===== src/rtl/crc_frame_pkg.sv =====
package crc_frame_pkg;

    localparam int CRC_W  = 16;
    localparam int BYTE_W = 8;
    localparam logic [CRC_W-1:0] CRC_POLY = 16'h1021;

    typedef enum logic [1:0] {
        ST_ACCEPT,
        ST_SHIFT,
        ST_PAD,
        ST_DONE
    } crc_state_e;

    typedef struct packed {
        logic start;      // first byte of a frame accepted
        logic take;       // byte accepted into the datapath
        logic shift_en;   // one division step this cycle
        logic shift_zero; // step uses a padding zero
    } crc_cmd_t;

    // One step of the augmented (bit-in at LSB) long division
    function automatic logic [CRC_W-1:0] crc_step(
        input logic [CRC_W-1:0] r,
        input logic             b,
        input logic [CRC_W-1:0] poly
    );
        logic [CRC_W-1:0] shifted;
        shifted = {r[CRC_W-2:0], b};
        return r[CRC_W-1] ? (shifted ^ poly) : shifted;
    endfunction

endpackage


===== src/rtl/crc_shift_unit.sv =====
module crc_shift_unit
    import crc_frame_pkg::*;
#(
    parameter int               REM_W  = CRC_W,
    parameter int               DATA_W = BYTE_W,
    parameter logic [REM_W-1:0] POLY   = CRC_POLY
) (
    input  logic              clk,
    input  logic              rst,
    input  crc_cmd_t          cmd,
    input  logic [DATA_W-1:0] byte_in,
    output logic [REM_W-1:0]  rem
);
    logic [DATA_W-1:0] sh_q;
    logic              bit_in;

    assign bit_in = cmd.shift_zero ? 1'b0 : sh_q[DATA_W-1];

    always_ff @(posedge clk) begin
        if (rst) begin
            sh_q <= '0;
            rem  <= '0;
        end else begin
            if (cmd.take)
                sh_q <= byte_in;
            else if (cmd.shift_en)
                sh_q <= {sh_q[DATA_W-2:0], 1'b0};

            if (cmd.start)
                rem <= '0;
            else if (cmd.shift_en)
                rem <= crc_step(rem, bit_in, POLY);
        end
    end
endmodule


===== src/rtl/crc_len_guard.sv =====
module crc_len_guard #(
    parameter int MAX_BYTES = 127,
    parameter int TAIL      = 2
) (
    input  logic clk,
    input  logic rst,
    input  logic take,
    input  logic start,
    input  logic chk,
    output logic over
);
    localparam int CNT_W = $clog2(MAX_BYTES + TAIL + 1) + 1;
    localparam logic [CNT_W-1:0] GEN_LIM = CNT_W'(MAX_BYTES);
    localparam logic [CNT_W-1:0] CHK_LIM = CNT_W'(MAX_BYTES + TAIL);

    logic [CNT_W-1:0] cnt_q;

    always_ff @(posedge clk) begin
        if (rst)
            cnt_q <= '0;
        else if (take) begin
            if (start)
                cnt_q <= CNT_W'(1);
            else if (cnt_q != '1)
                cnt_q <= cnt_q + 1'b1;
        end
    end

    assign over = (cnt_q == '0) || (cnt_q > (chk ? CHK_LIM : GEN_LIM));
endmodule


===== src/rtl/crc_seq_ctrl.sv =====
module crc_seq_ctrl
    import crc_frame_pkg::*;
#(
    parameter int DATA_W   = BYTE_W,
    parameter int PAD_BITS = CRC_W
) (
    input  logic     clk,
    input  logic     rst,
    input  logic     in_valid,
    input  logic     in_first,
    input  logic     in_last,
    input  logic     chk_mode,
    output logic     in_ready,
    output crc_cmd_t cmd,
    output logic     done,
    output logic     frame_chk,
    output logic     in_frame
);
    localparam int MAXC = (DATA_W > PAD_BITS) ? DATA_W : PAD_BITS;
    localparam int CW   = $clog2(MAXC + 1);

    crc_state_e    state_q;
    logic [CW-1:0] bit_q;
    logic          last_q;
    logic          hs;

    assign in_ready       = (state_q == ST_ACCEPT);
    assign hs             = in_valid && in_ready;
    assign cmd.take       = hs && (in_first || in_frame);
    assign cmd.start      = hs && in_first;
    assign cmd.shift_en   = (state_q == ST_SHIFT) || (state_q == ST_PAD);
    assign cmd.shift_zero = (state_q == ST_PAD);
    assign done           = (state_q == ST_DONE);

    always_ff @(posedge clk) begin
        if (rst) begin
            state_q   <= ST_ACCEPT;
            bit_q     <= '0;
            last_q    <= 1'b0;
            frame_chk <= 1'b0;
            in_frame  <= 1'b0;
        end else begin
            unique case (state_q)
                ST_ACCEPT: begin
                    if (cmd.take) begin
                        state_q <= ST_SHIFT;
                        bit_q   <= '0;
                        last_q  <= in_last;
                        if (in_first) begin
                            in_frame  <= 1'b1;
                            frame_chk <= chk_mode;
                        end
                    end
                end
                ST_SHIFT: begin
                    bit_q <= bit_q + 1'b1;
                    if (bit_q == CW'(DATA_W - 1)) begin
                        bit_q <= '0;
                        if (!last_q)
                            state_q <= ST_ACCEPT;
                        else if (frame_chk)
                            state_q <= ST_DONE;
                        else
                            state_q <= ST_PAD;
                    end
                end
                ST_PAD: begin
                    bit_q <= bit_q + 1'b1;
                    if (bit_q == CW'(PAD_BITS - 1))
                        state_q <= ST_DONE;
                end
                ST_DONE: begin
                    state_q  <= ST_ACCEPT;
                    in_frame <= 1'b0;
                end
                default: state_q <= ST_ACCEPT;
            endcase
        end
    end
endmodule


===== src/rtl/frame_crc16.sv =====
module frame_crc16
    import crc_frame_pkg::*;
#(
    parameter int               REM_W     = CRC_W,
    parameter int               DATA_W    = BYTE_W,
    parameter logic [REM_W-1:0] POLY      = CRC_POLY,
    parameter int               MAX_BYTES = 127
) (
    input  logic              clk,
    input  logic              rst,
    input  logic              in_valid,
    output logic              in_ready,
    input  logic [DATA_W-1:0] in_data,
    input  logic              in_first,
    input  logic              in_last,
    input  logic              chk_mode,
    output logic              done,
    output logic [REM_W-1:0]  result,
    output logic              crc_err,
    output logic              len_err
);
    localparam int TAIL_BYTES = REM_W / DATA_W;

    crc_cmd_t   cmd;
    logic       frame_chk;
    logic       in_frame;
    logic       over;

    crc_seq_ctrl #(.DATA_W(DATA_W), .PAD_BITS(REM_W)) u_ctrl (
        .clk(clk), .rst(rst), .in_valid(in_valid), .in_first(in_first),
        .in_last(in_last), .chk_mode(chk_mode), .in_ready(in_ready),
        .cmd(cmd), .done(done), .frame_chk(frame_chk), .in_frame(in_frame)
    );

    crc_shift_unit #(.REM_W(REM_W), .DATA_W(DATA_W), .POLY(POLY)) u_shift (
        .clk(clk), .rst(rst), .cmd(cmd), .byte_in(in_data), .rem(result)
    );

    crc_len_guard #(.MAX_BYTES(MAX_BYTES), .TAIL(TAIL_BYTES)) u_len (
        .clk(clk), .rst(rst), .take(cmd.take), .start(cmd.start),
        .chk(frame_chk), .over(over)
    );

    assign crc_err = done && frame_chk && (result != '0);
    assign len_err = done && over;
endmodule


===== config.mk =====
export PLATFORM = sky130hd
export DESIGN_NAME = frame_crc16
export DESIGN_NICKNAME = d
export VERILOG_FILES = /design/src/rtl/crc_frame_pkg.sv /design/src/rtl/crc_shift_unit.sv /design/src/rtl/crc_len_guard.sv /design/src/rtl/crc_seq_ctrl.sv /design/src/rtl/frame_crc16.sv
export SDC_FILE = /design/constraint.sdc
export NUM_CORES = 1
export LEC_CHECK = 0
export BUFFER_PORTS_ARGS = -buffer_cell sky130_fd_sc_hd__buf_2
export CORE_MARGIN = 2
export CORE_UTILIZATION = 30
export CTS_CLUSTER_DIAMETER = 120
export DETAILED_ROUTE_END_ITERATION = 8
export PLACE_DENSITY = 0.57
export RECOVER_POWER = 100
export SLEW_MARGIN = 30
export SYNTH_ARGS = -nofsm -noshare
export SYNTH_HDL_FRONTEND = slang
export SYNTH_HIERARCHICAL = 1
export SYNTH_SLANG_ARGS = --single-unit

===== constraint.sdc =====
create_clock -name clk -period 2.45 [get_ports clk]
set_input_delay 0.6125 -clock clk [delete_from_list [all_inputs] [get_ports clk]]
set_output_delay 0.6125 -clock clk [all_outputs]
set_load 0.03 [all_outputs]

==> summary.txt, run 1 <==
Pwr
  – VDD IR-drop max: 0.260 mV
  – Static leakage: 0.00106 µW
  – Pwr dens: 627 mW/mm²

Synthesis
  – Syn_nets: 275
  – Yosys reg bits: 43
  – Post-Syn Area: between 0.002 and 0.0025 mm²
  – Seq/Total Area, Yosys: a little under two fifths
  – Cells after synthesis: 244
  – Synth Area per Inst: 9.23 µm²
  – Total number of yosys warnings: 6
  – Yosys cell types: between 40 and 50

Setup path
  – Startpoint Class: flip-flop
  – Critical path endpoint category: output port
  – CP Buf/Inv Count: 2
  – Top Family by Delay on Critical Path: compound AO/OA/AOI/OAI gates
  – Crit-path slowest cell: dfxtp_2
  – Slowest stage delay, CP: 340 ps
  – WP data required: 1840 ps
  – Crit-path cells: buf_12 -> ha_4 -> a21oi_1 -> nor3b_2 -> a211oi_2 -> o21ai_1 -> and2_1 -> buf_6
  – Crit path max fanout: 7
  – Critical path arrival: between 1500 and 2000 ps
  – Setup CP Type: flip-flop to output port

Detailed routing
  – Number of antenna-violating nets in the routed design: 0
  – Detailed-route vias per instance: 4.79
  – Drt wl/cell: 12.8 µm
  – Initial DRC count: 106
  – Post-route DRC: 0
  – Via count: 1819
  – Drt pass-1 iters: 4
  – Total wire length: 4860 µm

Floorplanning
  – Core region area: slightly above 0.007 mm²
  – Die H: 90.6 µm
  – # rows: 31
  – Starting Density: 31.0%
  – Die width: about 91 µm
  – Die ar.: 0.00821 mm²
  – Boundary Pins: 34

Final layout
  – Most common cell after layout, fill and taps aside: dfxtp_1
  – Cell area after layout: 0.00276 mm²
  – Layout area overhead: 22.4%
  – Nets: 311
  – Most frequent cells in the layout: dfxtp_1 (41), nor2_1 (35), mux2i_1 (22), clkbuf_1 (18), a21oi_1 (15)
  – Diode count: 0
  – Layout fillers: between 700 and 800
  – Layout cell share with drive strength beyond 1: 20.6%

Min path
  – HP Class: flip-flop to flip-flop

Timing
  – Setup Skew: slightly below 7 ps
  – RSZ-0062 raised after global routing: true
  – Worst Max-Slew Pin Slew: 958 ps
  – Slew Limit Fails: 0
  – Fin crit period: 2420 ps
  – Final Setup Violations: 0
  – Max Freq: between 400 and 500 MHz
  – Fin. Hold Viols: 0
  – Worst setup margin: 30.1 ps
  – Final period util: between 90% and 100%
  – Max_slew headroom: 36.1%
  – Fin Hold WS: 471 ps

Clock tree
  – Setup bufs post-CTS: 0
  – CTS tree: done
  – Clock Sinks: 43
  – CTS buffer count: 5
  – Root buf cell: clkbuf_8
  – CTS Hold Bufs: 0
  – Worst-Skew Late Latency: 290 ps
  – H-tree depth: 2
  – Clk pin slew, worst setup/hold paths: 80 ps
  – CTS max path bufs: 2

Run status
  – Run status: completed

Placed design
  – Final Wtd Congestion: 0.789
  – Place WS: 223 ps
  – DP HPWL: 3460 µm
  – Placement-stage cell area: ~0.0025 mm²
  – IO Port Bufs: 33

Global route
  – Largest net degree at the start of global routing: 29
  – Via count of the first global-routing pass: between 1500 and 2000
  – Initial antenna violation count: 0
  – Total grt overflow: 0
  – First-pass GRT wire length: 8000 µm
  – Tot GR Track Use: 11.9%

Job
  – # Max-Cap Violations: 0
-- repair_timing --
action	CTS	global route
setup endpoints to repair	1	1
resized for setup	10	18
pin swaps	4	7
-- worst register-to-register path, stage by stage, from the launching register on --
cell and delay [ps]:
dfxtp_1 370, inv_1 120, ha_1 280, o211a_1 390
clkbuf_1 540, a21o_1 310, nor2_1 80
-- power by group --
part | switching [µW] | internal [µW] | total, µW | leakage, µW
Clock | 238 | 330 | 567 | 0.0000612
Sequential | 34.2 | 739 | 773 | 0.000350
Combinational | 227 | 160 | 387 | 0.000649
-- stage by stage --
step | cells | total power, µW | util [%] | setup TNS, ps
after CTS | 380 | 1750 | 37.1 | 0
final | 380 | 1730 | 38.0 | 0
after global routing | 380 | 1830 | 38.0 | -84.2
after global placement | 372 | 1160 | 34.6 | 0
after detailed placement | 372 | 1160 | 34.6 | 0
after floorplan | 244 | 1090 | - | 0
-- cells in the mapped netlist, drive strengths merged --
library cell | count | area [µm²]
mux2i | 22 | 220
inv | 10 | 37.5
nor4bb | 1 | 10.0
nand4bb | 1 | 11.3
a31o | 1 | 8.76
xnor2 | 3 | 26.3
a22oi | 2 | 15.0
nand2b | 1 | 6.26
nor2 | 36 | 138
and2 | 3 | 20.0
or3 | 4 | 25.0
a211oi | 5 | 37.5
nor4b | 1 | 8.76
a21o | 3 | 30.0
a21oi | 17 | 85.1
or2 | 2 | 12.5
o211a | 1 | 10.0
nand3 | 5 | 25.0
nor3 | 2 | 10.0
nand2 | 12 | 45.0
xor2 | 5 | 43.8
buf | 9 | 67.6
mux2 | 7 | 78.8
nor3b | 3 | 22.5
a41oi | 1 | 8.76
ha | 17 | 213
and3 | 6 | 37.5
nor4 | 5 | 31.3
nor2b | 2 | 12.5
a311oi | 1 | 8.76
dfxtp | 43 | 861
or4 | 1 | 7.51
nand4 | 3 | 18.8
a31oi | 1 | 6.26
o21bai | 1 | 7.51
o21ai | 6 | 33.8
or4b | 1 | 10.0
-- layout make-up --
class / instances / area (µm²) / area share [%]
multi-input combinational: 182 / 1420 / 51.4
sequential: 43 / 863 / 31.3
timing repair buffer: 38 / 194 / 7.04
tap: 99 / 124 / 4.50
clock buffer: 6 / 82.6 / 3.00
inverter: 10 / 40.0 / 1.45
clock inverter: 2 / 35.0 / 1.27
-- cells by family (layout without fill, tap and decap cells) --
logic type | Yosys count | count (layout) | synth area share [%]
DFF | 43 | 43 | 38.2
AOI/OAI and AO/OA | 39 | 39 | 11.2
xor gates and xnor gates | 8 | 8 | 3.11
and+or+nand+nor | 89 | 89 | 20.1
buffers and inverters | 19 | 56 | 4.67
muxes | 29 | 29 | 13.3
adders and majority gates | 17 | 17 | 9.45
-- path summary, 6_finish.rpt --
path | start | to | slack, ps | cells after the start
hold / removal | u_ctrl/bit_q[1] | u_ctrl/bit_q[1] | 470 | 2
hold reg to reg | u_ctrl/bit_q[1] | u_ctrl/bit_q[1] | 470 | 2
setup reg to reg | u_ctrl/state_q[0] | u_len/cnt_q[3] | 240 | 6
setup / recovery | u_ctrl/frame_chk | len_err | 30 | 8
-- flip-flops by register name, summed over array words and instances (netlist names), named ones only --
register,cells
u_ctrl/bit_q,5
u_shift/rem,16
u_shift/sh_q,8
u_ctrl/state_q,1
u_ctrl/in_frame,1
u_ctrl/last_q,1
u_ctrl/frame_chk,1
u_len/cnt_q,9
-- layer usage --
| layer | track usage (%) | vias up | share of wire (%) |
|---|---|---|---|
| li1 | - | 936 | - |
| met3 | 3.17 | 9 | 5.2 |
| met4 | 4.74 | 0 | 1.9 |
| met1 | 15.4 | 828 | 48 |
| met5 | 0 | - | 0 |
| met2 | 18.9 | 46 | 45 |
No activity file was read; power rests on OpenSTA's default activity.
==> run 2, diff against run 1 <==
--- a/config.mk
+++ b/config.mk
@@ -5,12 +5,13 @@
 export SDC_FILE = /design/constraint.sdc
 export NUM_CORES = 1
 export LEC_CHECK = 0
+export ABC_AREA = 1
 export BUFFER_PORTS_ARGS = -buffer_cell sky130_fd_sc_hd__buf_2
 export CORE_MARGIN = 2
 export CORE_UTILIZATION = 30
 export CTS_CLUSTER_DIAMETER = 120
 export DETAILED_ROUTE_END_ITERATION = 8
-export PLACE_DENSITY = 0.57
+export PLACE_DENSITY = 0.59
 export RECOVER_POWER = 100
 export SLEW_MARGIN = 30
 export SYNTH_ARGS = -nofsm -noshare
==> constraint.sdc (replaced) <==
create_clock -name clk -period 2.2 [get_ports clk]
set_input_delay 0.55 -clock clk [delete_from_list [all_inputs] [get_ports clk]]
set_output_delay 0.55 -clock clk [all_outputs]
set_load 0.03 [all_outputs]
==> run 2 against run 1 <==
Against the previous run: the run now ends with setup timing left; worst setup slack got worse by 61 ps; register-to-register slack got worse by 60 ps; synthesized cell count increased by 39%; critical path depth increased by 2; flip-flop and latch count unchanged; sequential power increased by 40%; cell area increased by 3.5%; critical endpoint unchanged; largest power group is now combinational cells.
==> summary.txt, run 2 <==
Synthesis
  – Asr flop ratio synth: 0% (unchanged)
  – Post-synth top flop: dfxtp_1 (unchanged)
  – Syn_nets: 370 (was 275)
  – Synth cell count leaders: nand2_1 (75), dfxtp_1 (43), inv_1 (40) (was dfxtp_1 (43), nor2_1 (35), mux2i_1 (22))
  – Synth area leaders: dfxtp_1 (35%), nand2_1 (11%), ha_1 (8.6%) (was dfxtp_1 (38%), mux2i_1 (9.8%), ha_1 (9.4%))
  – Cells after synthesis: 339 (was 244)
  – Yosys top cell by area: dfxtp_1 (unchanged)
  – Post-Syn Area: 0.00247 mm² (was 0.00225 mm²)
  – Yosys cell types: 33 (was 46)
  – Post-synth EDFFs: 0 (unchanged)
  – Most common cell in the netlist: nand2_1 (was dfxtp_1)
  – Seq/Total Area, Yosys: 34.8% (was 38.2%)
  – Synth top area share: 34.8% (was 38.2%)
  – Synth Area per Inst: 7.29 µm² (was 9.23 µm²)
  – Yosys reg bits: 43 (unchanged)
  – Total number of yosys warnings: 6 (unchanged)

Pwr
  – Pwr dens: 1080 mW/mm² (was 627 mW/mm²)
  – VDD IR-drop max: 0.692 mV (was 0.260 mV)
  – Static leakage: 0.00122 µW (was 0.00106 µW)

Detailed routing
  – Post-route DRC: 0 (unchanged)
  – Met2 WL post-DR: 2620 µm (was 2190 µm)
  – Max Used Layer: met4 (unchanged)
  – Drt pass-1 iters: 4 (unchanged)
  – Number of antenna-violating nets in the routed design: 0 (unchanged)
  – WL met3: 121 µm (was 251 µm)
  – Total wire length: 5360 µm (was 4860 µm)
  – Detailed-route vias per instance: 4.57 (was 4.79)
  – Initial DRC count: 67 (was 106)
  – Via count: 2222 (was 1819)
  – Drt wl/cell: 11.0 µm (was 12.8 µm)
  – Wl on met1: 2540 µm (was 2320 µm)

Placed design
  – IO Port Bufs: 33 (unchanged)
  – DP HPWL: 3910 µm (was 3460 µm)
  – Inst Count DP: 477 (was 372)
  – Placement-stage cell area: 0.00275 mm² (was 0.00251 mm²)
  – Final Wtd Congestion: 0.844 (was 0.789)

Setup path
  – Crit-path most repeated cell: nand2_1
  – Slowest stage delay, CP: 410 ps (was 340 ps)
  – Startpoint Class: flip-flop (unchanged)
  – Setup CP Type: flip-flop to output port (unchanged)
  – WP data required: 1650 ps (was 1840 ps)
  – Critical path endpoint category: output port (unchanged)
  – Crit-path cells: inv_2 -> ha_4 -> nand2_4 -> o21a_1 -> nand3_1 -> nand2_1 -> nand2_1 -> nand2_1 -> inv_2 -> buf_6 (was buf_12 -> ha_4 -> a21oi_1 -> nor3b_2 -> a211oi_2 -> o21ai_1 -> and2_1 -> buf_6)
  – Critical path arrival: 1680 ps (was 1810 ps)
  – Crit path max fanout: 7 (unchanged)
  – Crit-path slowest cell: dfxtp_4 (was dfxtp_2)

Timing
  – Setup Skew: 5.04 ps (was 6.77 ps)
  – Final period util: 101%
  – Fin. Hold Viols: 0 (unchanged)
  – Max Freq: 448 MHz
  – Worst setup margin: -30.9 ps (was 30.1 ps)
  – Final Setup Violations: 1 (was 0)
  – Max_slew headroom: 71.1% (was 36.1%)
  – Slew Limit Fails: 0 (unchanged)
  – Worst Max-Slew Pin Slew: 434 ps (was 958 ps)
  – RSZ-0062 raised after global routing: true (unchanged)
  – Fin crit period: 2230 ps

Final layout
  – Max reg flops: 16 (unchanged)
  – Layout area overhead: 15.4% (was 22.4%)
  – Diode count: 0 (unchanged)
  – Cell area after layout: 0.00285 mm² (was 0.00276 mm²)
  – Most frequent cells in the layout: nand2_1 (77), inv_1 (41), dfxtp_1 (40), nor2_1 (38), a21oi_1 (34) (was dfxtp_1 (41), nor2_1 (35), mux2i_1 (22), clkbuf_1 (18), a21oi_1 (15))
  – Layout Cells excl Fill: 486 (was 380)
  – Nets: 411 (was 311)
  – Most common cell after layout, fill and taps aside: nand2_1 (was dfxtp_1)
  – Layout fillers: 903 (was 759)
  – Largest registers: u_shift/rem x16, u_len/cnt_q x9, u_shift/sh_q x8 (unchanged)
  – Layout cell share with drive strength beyond 1: 17.1% (was 20.6%)
  – Largest register by flop count: u_shift/rem (unchanged)

Global route
  – Tot GR Track Use: 12.5% (was 11.9%)
  – Largest net degree at the start of global routing: 23 (was 29)
  – Total grt overflow: 0 (unchanged)
  – First-pass GRT wire length: 8980 µm (was 8000 µm)
  – Initial antenna violation count: 0 (unchanged)
  – Via count of the first global-routing pass: 2021 (was 1709)

Floorplanning
  – Die width: 94.8 µm (was 90.6 µm)
  – Die ar.: 0.00898 mm² (was 0.00821 mm²)
  – # rows: 33 (was 31)
  – Core region area: 0.00809 mm² (was 0.00725 mm²)
  – Die H: 94.8 µm (was 90.6 µm)
  – Boundary Pins: 34 (unchanged)
  – Starting Density: 30.6% (was 31.0%)

Clock tree
  – CTS tree: done (unchanged)
  – Root buf cell: clkbuf_8 (unchanged)
  – Worst-Skew Late Latency: 300 ps (was 290 ps)
  – Clk pin slew, worst setup/hold paths: 80 ps (about the same)
  – CTS Hold Bufs: 0 (unchanged)
  – H-tree depth: 2 (unchanged)
  – CTS max path bufs: 2 (unchanged)
  – Clock Sinks: 43 (unchanged)
  – CTS buffer count: 5 (unchanged)

Run status
  – Violated checks: setup timing
  – Run status: finished with violations (was completed)

Min path
  – HP Class: flip-flop to flip-flop (unchanged)

Job
  – # Max-Cap Violations: 0 (unchanged)
==> run 2: layout make-up <==
type / instances / area, µm² / area share (%)
tap: 105 / 131 / 4.61
clock buffer: 6 / 72.6 / 2.54
inverter: 48 / 183 / 6.40
multi-input combinational: 241 / 1330 / 46.7
sequential: 43 / 867 / 30.4
clock inverter: 2 / 60.1 / 2.11
timing repair buffer: 41 / 206 / 7.24
==> run 2: path summary, 6_finish.rpt <==
path / startpoint / to / slack [ps] / cells after the start
worst max-delay path: u_ctrl/frame_chk / len_err / -30 / 10
worst min register to register: u_ctrl/in_frame / u_ctrl/in_frame / 460 / 2
worst max register to register: u_len/cnt_q[1] / u_len/cnt_q[7] / 180 / 14
worst min-delay path: u_ctrl/in_frame / u_ctrl/in_frame / 460 / 2
==> run 2: critical path, delay by kind of cell (launching register included) <==
family,cells,cell delay (ps)
buffers and inverters,3,240
flip-flops,1,410
AO/OA/AOI/OAI,1,190
AND/OR/NAND/NOR,5,290
adder cells (fa/ha/maj),1,280
==> run 2: power breakdown <==
part / switching [µW] / internal, µW
sequential: 140 / 939
combinational: 866 / 402
clock: 286 / 454
==> run 2: timing repair <==
action                     in CTS  in global routing
setup endpoints to repair       1                  1
resized for setup              12                  8
setup buffers                   1                  0
pin swaps                       6                  2
==> run 2: metrics by stage <==
step / power [µW] / worst slack, ps / hold WS (ps) / utilization, % / TNS, ps
2_1_floorplan: 2150 / 121 / 433 / - / 0
3_3_place_gp: 2380 / 135 / 454 / 34.0 / 0
3_5_place_dp: 2400 / 96.6 / 452 / 34.0 / 0
4_1_cts: 3170 / -49.4 / 465 / 36.3 / -49.4
5_1_grt: 3320 / -173 / 488 / 35.3 / -711
6_report: 3090 / -30.9 / 464 / 35.3 / -30.9
==> run 2: kinds of logic (layout without fill, tap and decap cells) <==
| group | Yosys count | after routing | share of synthesized area [%] |
|---|---|---|---|
| AO/OA/AOI/OAI | 64 | 64 | 15.6 |
| XOR/XNOR | 3 | 3 | 1.06 |
| adder cells (fa/ha/maj) | 17 | 17 | 8.60 |
| buffers and inverters | 55 | 97 | 10.3 |
| flip-flops | 43 | 43 | 34.8 |
| AND/OR/NAND/NOR | 157 | 157 | 29.7 |
==> run 2: per-layer routing <==
layer  up-vias  GRT usage, %
li1       1161             -
met1      1034          15.4
met2        22          22.0
met3         5          2.47
met4         0          3.74
met5         -             0
==> run 3, diff against run 2 <==
--- a/config.mk
+++ b/config.mk
@@ -7,11 +7,13 @@
 export LEC_CHECK = 0
 export ABC_AREA = 1
 export BUFFER_PORTS_ARGS = -buffer_cell sky130_fd_sc_hd__buf_2
+export CELL_PAD_IN_SITES_DETAIL_PLACEMENT = 0
+export CELL_PAD_IN_SITES_GLOBAL_PLACEMENT = 1
 export CORE_MARGIN = 2
 export CORE_UTILIZATION = 30
 export CTS_CLUSTER_DIAMETER = 120
 export DETAILED_ROUTE_END_ITERATION = 8
-export PLACE_DENSITY = 0.59
+export PLACE_DENSITY = 0.73
 export RECOVER_POWER = 100
 export SLEW_MARGIN = 30
 export SYNTH_ARGS = -nofsm -noshare
==> run 3 against run 2 <==
Against the previous run: count of clock-buffer cells in the layout stayed put; the run still ends with setup timing left; highest routed layer unchanged; combinational power fell by 3%; cell area shrank 0.66%.
==> summary.txt, run 3 (synthesis results as in run 2) <==
Final layout
  – Final core utilization: 35.0% (was 35.3%)
  – Layout area overhead: 14.6% (was 15.4%)
  – Layout fillers: 927 (was 903)
  – Register Area: 866 µm² (was 867 µm²)
  – Multi-input gate area: 0.00133 mm² (unchanged)
  – Diode count: 0 (unchanged)
  – Layout Cells excl Fill: 484 (was 486)
  – Nets: 409 (was 411)
  – Layout cell share with drive strength beyond 1: 17.2% (was 17.1%)
  – Largest registers: u_shift/rem x16, u_len/cnt_q x9, u_shift/sh_q x8 (unchanged)
  – Most common cell after layout, fill and taps aside: nand2_1 (unchanged)
  – Most frequent cells in the layout: nand2_1 (76), dfxtp_1 (41), inv_1 (40), nor2_1 (38), a21oi_1 (36) (was nand2_1 (77), inv_1 (41), dfxtp_1 (40), nor2_1 (38), a21oi_1 (34))
  – Max reg flops: 16 (unchanged)
  – Largest register by flop count: u_shift/rem (unchanged)

Setup path
  – Crit path max fanout: 8 (was 7)
  – Critical path arrival: 1700 ps (was 1680 ps)
  – Startpoint Class: flip-flop (unchanged)
  – Setup CP Type: flip-flop to output port (unchanged)
  – RR Startpoint: u_ctrl/state_q[0] (was u_len/cnt_q[1])
  – WP data required: 1650 ps (about the same)
  – CP Launch Point: u_ctrl/frame_chk (unchanged)
  – Worst-case reg-to-reg path depth: 12 (was 14)
  – Critical path endpoint category: output port (unchanged)

Placed design
  – DP HPWL: 4000 µm (was 3910 µm)
  – Inst Count DP: 476 (was 477)
  – IO Port Bufs: 33 (unchanged)
  – Place WS: 50.1 ps (was 96.6 ps)
  – Final Wtd Congestion: 0.818 (was 0.844)

Floorplanning
  – Die width: 94.8 µm (unchanged)
  – Die H: 94.8 µm (unchanged)
  – Starting Density: 30.6% (unchanged)
  – # rows: 33 (unchanged)
  – Die ar.: 0.00898 mm² (unchanged)
  – Core region area: 0.00809 mm² (unchanged)
  – Boundary Pins: 34 (unchanged)

Detailed routing
  – Initial DRC count: 44 (was 67)
  – Post-route DRC: 0 (unchanged)
  – Drt wl/cell: 11.2 µm (was 11.0 µm)
  – Total wire length: 5400 µm (was 5360 µm)
  – Drt pass-1 iters: 4 (unchanged)
  – Number of antenna-violating nets in the routed design: 0 (unchanged)
  – Detailed-route vias per instance: 4.53 (was 4.57)
  – Via count: 2191 (was 2222)

Timing
  – Slew Limit Fails: 0 (unchanged)
  – Setup Skew: 4.85 ps (was 5.04 ps)
  – Worst Max-Slew Pin Slew: 392 ps (was 434 ps)
  – Final Setup Violations: 1 (unchanged)
  – Fin crit period: 2250 ps (was 2230 ps)
  – Fin. Hold Viols: 0 (unchanged)
  – Final period util: 102% (was 101%)
  – Max Freq: 444 MHz (was 448 MHz)
  – Worst setup margin: -51.3 ps (was -30.9 ps)
  – Max_slew headroom: 74.0% (was 71.1%)
  – RSZ-0062 raised after global routing: true (unchanged)

Global route
  – Initial antenna violation count: 0 (unchanged)
  – Via count of the first global-routing pass: 1992 (was 2021)
  – First-pass GRT wire length: 9010 µm (was 8980 µm)
  – Largest net degree at the start of global routing: 23 (unchanged)
  – Total grt overflow: 0 (unchanged)
  – Tot GR Track Use: 12.6% (was 12.5%)

Job
  – # Max-Cap Violations: 0 (unchanged)

Clock tree
  – CTS buffer count: 5 (unchanged)
  – Worst-Skew Late Latency: 290 ps (was 300 ps)
  – Root buf cell: clkbuf_8 (unchanged)
  – Clock Sinks: 43 (unchanged)
  – CTS Hold Bufs: 0 (unchanged)
  – Clk pin slew, worst setup/hold paths: 80 ps (about the same)
  – H-tree depth: 2 (unchanged)
  – CTS tree: done (unchanged)
  – CTS max path bufs: 2 (unchanged)

Pwr
  – VDD IR-drop max: 0.607 mV (was 0.692 mV)
  – Pwr dens: 1070 mW/mm² (was 1080 mW/mm²)
  – Static leakage: 0.00121 µW (was 0.00122 µW)

Min path
  – HP Class: flip-flop to flip-flop (unchanged)
  – Hold Crit Depth: 2 (unchanged)
  – HP Start: u_ctrl/in_frame (unchanged)

Run status
  – Violated checks: setup timing (unchanged)
  – Run status: finished with violations (unchanged)
run 3: layout make-up:
class                      count  area share [%]
multi-input combinational    241            47.0
sequential                    43            30.6
timing repair buffer          39            6.67
inverter                      48            6.45
tap                          105            4.64
clock buffer                   6            2.56
clock inverter                 2            2.12
run 3: worst paths after layout:
| path | endpoint | slack (ps) |
|---|---|---|
| max reg2reg | u_len/cnt_q[7] | 220 |
| max | len_err | -50 |
| min reg2reg | u_ctrl/in_frame | 460 |
| min | u_ctrl/in_frame | 460 |
run 3: timing repair:
item	CTS	global route
cloned	0	0
pin swaps	3	1
gates resized for setup	11	4
setup endpoints to repair	1	1
setup buffers	0	0
run 3: where the power goes:
| part | internal, µW | switching, µW |
|---|---|---|
| clock network | 454 | 273 |
| logic | 393 | 840 |
| registers | 939 | 141 |
| total | 1790 | 1250 |
run 3: routing by layer:
layer | global-route usage (%) | wire [µm] | share of wire, %
met4 | 4.95 | 70 | 1.3
met3 | 2.31 | 120 | 2.2
met1 | 16.2 | 2570 | 48
met2 | 20.9 | 2640 | 49
met5 | 0 | 0 | 0
run 3: worst max-delay path: stages (launching register included):
cell	delay (ps)
dfxtp_4	430
inv_2	60
ha_4	270
nand2_4	50
o21a_1	180
nand3_1	70
nand2_1	50
nand2_1	50
nand2_1	50
inv_1	70
buf_6	130
run 3: metrics by stage:
stage / TNS (ps) / area (µm²) / total power, µW / hold slack [ps]
after CTS: -53.1 / 2920 / 3170 / 463
final: -51.3 / 2830 / 3040 / 460
after global placement: 0 / 2760 / 2400 / 453
after floorplan: 0 / 2470 / 2150 / 433
after global routing: -259 / 2830 / 3320 / 500
after detailed placement: 0 / 2760 / 2410 / 450
